==> config.mk <==
export PLATFORM = sky130hd
export DESIGN_NAME = pwr_corrupt_injector
export DESIGN_NICKNAME = d
export VERILOG_FILES = /design/src/rtl/pci_pkg.sv /design/src/rtl/pci_ctrl.sv /design/src/rtl/pci_datapath.sv /design/src/rtl/pwr_corrupt_injector.sv
export SDC_FILE = /design/constraint.sdc
export NUM_CORES = 1
export LEC_CHECK = 0
export BUFFER_PORTS_ARGS = -buffer_cell sky130_fd_sc_hd__clkbuf_2
export CORE_AREA = 10 10 103 105
export DETAILED_ROUTE_END_ITERATION = 8
export DIE_AREA = 0 0 113 115
export GPL_TIMING_DRIVEN = 0
export PLACE_DENSITY_LB_ADDON = 0.3
export RECOVER_POWER = 100
export SYNTH_ARGS = -nofsm -noshare
export SYNTH_HDL_FRONTEND = slang
export SYNTH_SLANG_ARGS = --single-unit
==> constraint.sdc <==
create_clock -name clk -period 2.9 [get_ports clk]
set_input_delay 0.29 -clock clk [delete_from_list [all_inputs] [get_ports clk]]
set_output_delay 0.29 -clock clk [all_outputs]
set_load 0.02 [all_outputs]
==> src/rtl/pci_pkg.sv <==
package pci_pkg;
  typedef enum logic [1:0] {
    POL_RANDOM = 2'b00,
    POL_INVERT = 2'b01,
    POL_ZERO   = 2'b10,
    POL_ONE    = 2'b11
  } policy_e;

  // strobes from control to datapath
  typedef struct packed {
    logic    live;
    logic    offEdge;
    logic    reRand;
    policy_e pol;
  } strobe_t;

  localparam int unsigned LFSR_W = 32;
  localparam logic [LFSR_W-1:0] LFSR_MASK     = 32'h8020_0003;
  localparam logic [LFSR_W-1:0] SEED_FALLBACK = 32'hACE1_2468;
endpackage

==> src/rtl/pci_ctrl.sv <==
module pci_ctrl
  import pci_pkg::*;
#(
  parameter int unsigned CNT_W = 16
) (
  input  logic             clk,
  input  logic             sysRst,
  input  logic             pwrEn,
  input  logic [1:0]       policy,
  input  logic [CNT_W-1:0] interval,
  output strobe_t          st
);
  localparam int unsigned CW1 = CNT_W + 1;

  logic             pwrQ;
  logic [CNT_W-1:0] cnt;
  logic [CW1-1:0]   cntNext;
  logic             offDark;

  assign cntNext = {1'b0, cnt} + CW1'(1);
  assign offDark = !pwrEn && !pwrQ;

  always_comb begin
    st.live    = pwrEn;
    st.offEdge = !pwrEn && pwrQ;
    st.pol     = policy_e'(policy);
    st.reRand  = offDark && (interval != '0) && (cntNext == {1'b0, interval});
  end

  always_ff @(posedge clk) begin
    if (sysRst) begin
      pwrQ <= pwrEn;
      cnt  <= '0;
    end else begin
      pwrQ <= pwrEn;
      if (!offDark || st.reRand) begin
        cnt <= '0;
      end else if (interval != '0) begin
        cnt <= cntNext[CNT_W-1:0];
      end
    end
  end
endmodule

==> src/rtl/pci_datapath.sv <==
module pci_datapath
  import pci_pkg::*;
#(
  parameter int unsigned W = 16
) (
  input  logic              clk,
  input  logic              sysRst,
  input  strobe_t           st,
  input  logic [LFSR_W-1:0] seed,
  input  logic              corruptInEn,
  input  logic              wrEn,
  input  logic [W-1:0]      wrData,
  input  logic              domRst,
  output logic [W-1:0]      stateOut,
  output logic [W-1:0]      domOut,
  output logic [W-1:0]      inView
);
  logic [LFSR_W-1:0] lfsr;
  logic [LFSR_W-1:0] lfsrNext;
  logic [W-1:0]      stateQ;
  logic [W-1:0]      lowRand;
  logic [W-1:0]      highRand;
  logic [W-1:0]      policyVal;

  assign lfsrNext = (lfsr >> 1) ^ (lfsr[0] ? LFSR_MASK : '0);
  assign lowRand  = lfsr[W-1:0];
  assign highRand = lfsr[LFSR_W-1 -: W];

  always_comb begin
    unique case (st.pol)
      POL_RANDOM: policyVal = lowRand;
      POL_INVERT: policyVal = ~stateQ;
      POL_ZERO:   policyVal = '0;
      default:    policyVal = '1;
    endcase
  end

  always_ff @(posedge clk) begin
    if (sysRst) begin
      lfsr   <= (seed == '0) ? SEED_FALLBACK : seed;
      stateQ <= '0;
    end else begin
      lfsr <= lfsrNext;
      if (st.offEdge) begin
        stateQ <= policyVal;
      end else if (st.reRand) begin
        stateQ <= lowRand;
      end else if (st.live) begin
        if (domRst)    stateQ <= '0;
        else if (wrEn) stateQ <= wrData;
      end
    end
  end

  assign stateOut = stateQ;
  assign domOut   = st.live ? stateQ : highRand;
  assign inView   = (!st.live && corruptInEn) ? lowRand : wrData;
endmodule

==> src/rtl/pwr_corrupt_injector.sv <==
module pwr_corrupt_injector
  import pci_pkg::*;
#(
  parameter int unsigned W     = 16,
  parameter int unsigned CNT_W = 16
) (
  input  logic              clk,
  input  logic              sysRst,
  input  logic              pwrEn,
  input  logic [1:0]        policy,
  input  logic [CNT_W-1:0]  interval,
  input  logic              corruptInEn,
  input  logic [LFSR_W-1:0] seed,
  input  logic              wrEn,
  input  logic [W-1:0]      wrData,
  input  logic              domRst,
  output logic [W-1:0]      stateOut,
  output logic [W-1:0]      domOut,
  output logic [W-1:0]      inView
);
  strobe_t st;

  pci_ctrl #(.CNT_W(CNT_W)) uCtrl (
    .clk(clk), .sysRst(sysRst), .pwrEn(pwrEn),
    .policy(policy), .interval(interval), .st(st)
  );

  pci_datapath #(.W(W)) uData (
    .clk(clk), .sysRst(sysRst), .st(st), .seed(seed),
    .corruptInEn(corruptInEn), .wrEn(wrEn), .wrData(wrData),
    .domRst(domRst), .stateOut(stateOut), .domOut(domOut), .inView(inView)
  );
endmodule

==> out/qor.txt <==
hold_ws - 0.158 ns
P&R area growth vs syn - 25.3%
Post-synth EDFFs - 0
Final min period - 2.75 ns
pin count of the biggest net entering global routing - 14
DP Worst Slack - -0.445 ns
clk buf depth - 2
Crit path largest cell delay - 0.39 ns
crit path kind - flop to flop
synth warn - 0
# fillers - 826
Worst-path clk slew - 0.09 ns
final antenna-violating net count - 0
CP Launch Type - flop
Post-Route Skew - 0.0183 ns
top_reg_cell synth - dfxtp_1
Worst-Margin Slew - 0.843 ns
initial DRC count - 234
GR Layer Usage met1 - 21.4%
first-pass GRT wire length - 19500 um
RSZ-0062 raised after global routing - no
# port buffers - 118
Crit Path Max Fanout - 10
DRT Wirelength - 12600 um
layout cells sized above 1 - 28.8%
Setup violations, final - 0
clk sinks - 65
Synth top cells by count - 65 x dfxtp_1, 53 x nand2_1, 41 x mux2_2
Critical Path, Cell by Cell - ha_2 > nand3_2 > nor2_1 > xnor2_1 > nor4_4 > nand4bb_4 > o21ai_4 > o21ai_2 > buf_6 > a221o_1
Final period util - 94.9%
Mapped Cells - 438
Num CTS Buffers - 9
CTS tree - done
CP endpoint kind - flop
Area contributors post-synth - dfxtp_1 34%, mux2_2 12%, nand2_1 5.2%
Die H - 115 um
routed len/inst - 18.4 um
Final GP Congestion - 0.918
fin nets - 641
Lkg Pwr - 0.00194 uW
Yosys reg bits - 65
max-cap violations - 0
vias in the first global route - 3834
Via density - 5.59
Die Wd - 113 um
met2 global-route usage - 31.8%
Net Count, Synth - 511
Worst-Skew Late Latency - 0.34 ns
Tightest Hold Check Type - input port to flop
all-layer global routing usage - 18.3%
post-synthesis cell type count - 52
Worst IR Drop VDD - 0.000276 V
Max Fclk - 363 MHz
final number of hold-violating endpoints - 0
DP Wirelength - 9870 um
syn avg cell area - 8.68 sq um
PwrDens - 493 nW/um^2
H-tree depth - 3
1st-pass router iterations - 5
Post-route DRC - 0
# rows - 34
clock root cell - clkbuf_8
initial antenna violation count - 0
Ant. Diodes - 0
relative slew slack - 43.1%
outcome - finished, final reports clean
Die ar. - 13000 sq um
area leader, netlist - dfxtp_1
Tot Pwr - 2350 uW
Post-Syn Area - 3800 sq um
busiest grt layer - met2
Initial Utilization - 44.5%
cell with the most instances after synthesis - dfxtp_1
Critical Path RT - 3.14 ns
final count of pins violating max slew - 0
sequential-to-total area share from yosys stat - 34.2%
Ports - 120
Yosys top cell area share - 34.2%
detailed-route via count - 3810
Worst EP arrival - 2.99 ns
Final WS setup - 0.149 ns
total gr overflow - 0
core area - 8550 sq um
global-route met3 utilization - 4.32%
post-synthesis async set-or-reset flop share - 0%
CP max-delay cell - dfxtp_2
-- sequential cells by signal (all words and copies together), names as in the netlist --
signal / count
uCtrl.cnt: 16
uData.stateOut: 16
uData.lfsr: 32
uCtrl.pwrQ: 1
-- worst max-delay path, delay by kind of cell, from the launching register on --
| family | cells | cell delay (ns) |
|---|---|---|
| AOI/OAI and AO/OA | 3 | 0.73 |
| xor gates and xnor gates | 1 | 0.14 |
| adders and majority gates | 1 | 0.27 |
| buffers and inverters | 1 | 0.18 |
| DFF | 1 | 0.39 |
| and+or+nand+nor | 4 | 0.94 |
-- path summary, 6_finish.rpt --
| kind | from | endpoint | slack (ns) | cells after the start |
|---|---|---|---|---|
| max | uCtrl.cnt[1] | uData.stateOut[14] | 0.15 | 10 |
| min | seed[8] | uData.lfsr[8] | 0.16 | 3 |
| max reg2reg | uCtrl.cnt[1] | uData.stateOut[14] | 0.15 | 10 |
| min reg2reg | uData.lfsr[23] | uData.lfsr[22] | 0.48 | 1 |
-- cell usage in the layout, fill, tap and decap left out, types with 8 or more instances in the layout --
master and count:
a211o_1 8, a21oi_1 12, a221o_1 8, a22oi_1 8
clkbuf_1 52, clkbuf_2 87, clkbuf_8 9, dfxtp_1 64
inv_1 11, mux2_2 36, nand2_1 53, nand2b_1 19
nand3_1 10, nand4_1 9, nor2_1 24, nor4_1 14
o21ai_0 26, o22a_1 13, xnor2_1 20, xor2_1 14
-- layout make-up --
| cell class | instances | area, sq um | share of cell area, % |
|---|---|---|---|
| multi-input cells | 330 | 2360 | 49.4 |
| clock inverters | 7 | 103 | 2.15 |
| well taps | 108 | 135 | 2.83 |
| inverters | 12 | 45.0 | 0.945 |
| clock buffers | 9 | 124 | 2.60 |
| flip-flops and latches | 65 | 1300 | 27.3 |
| plain buffers | 29 | 135 | 2.83 |
| repair buffers | 121 | 566 | 11.9 |
-- logic make-up after synthesis --
logic type / Yosys count / share of synthesized area [%]
multiplexers: 44 / 12.9
buffers and inverters: 43 / 4.93
adder cells (fa/ha/maj): 1 / 0.329
AO/OA/AOI/OAI: 92 / 17.0
AND/OR/NAND/NOR: 158 / 22.0
XOR/XNOR: 35 / 8.55
flip-flops: 65 / 34.2
-- where the power goes --
| part | switching, uW | total, uW | internal [uW] |
|---|---|---|---|
| logic | 262 | 452 | 190 |
| clock network | 390 | 885 | 495 |
| registers | 56.3 | 1010 | 957 |
-- per-stage QoR --
step	instance area, sq um	util (%)	setup TNS (ns)	cells
2_1_floorplan	3800	-	0	438
3_3_place_gp	4530	53.0	-3.23	664
3_5_place_dp	4530	53.0	-6.05	664
4_1_cts	4790	56.1	0	682
5_1_grt	4770	55.8	0	681
6_report	4770	55.8	0	681
-- metal layers --
metal,up-vias,part of all wire (%),wire [um]
met5,-,0,0
met2,145,50,6300
met4,0,1.2,149
met1,1798,41,5160
li1,1851,-,-
met3,16,7.6,951
-- what timing repair did --
item                       CTS  global route
gates cloned                 0             0
buffers inserted             2             1
setup endpoints to repair   26            26
pin swaps                    1             2
gates resized for setup      5             6
hold buffers                 0             0
No activity file was read; power rests on OpenSTA's default activity.
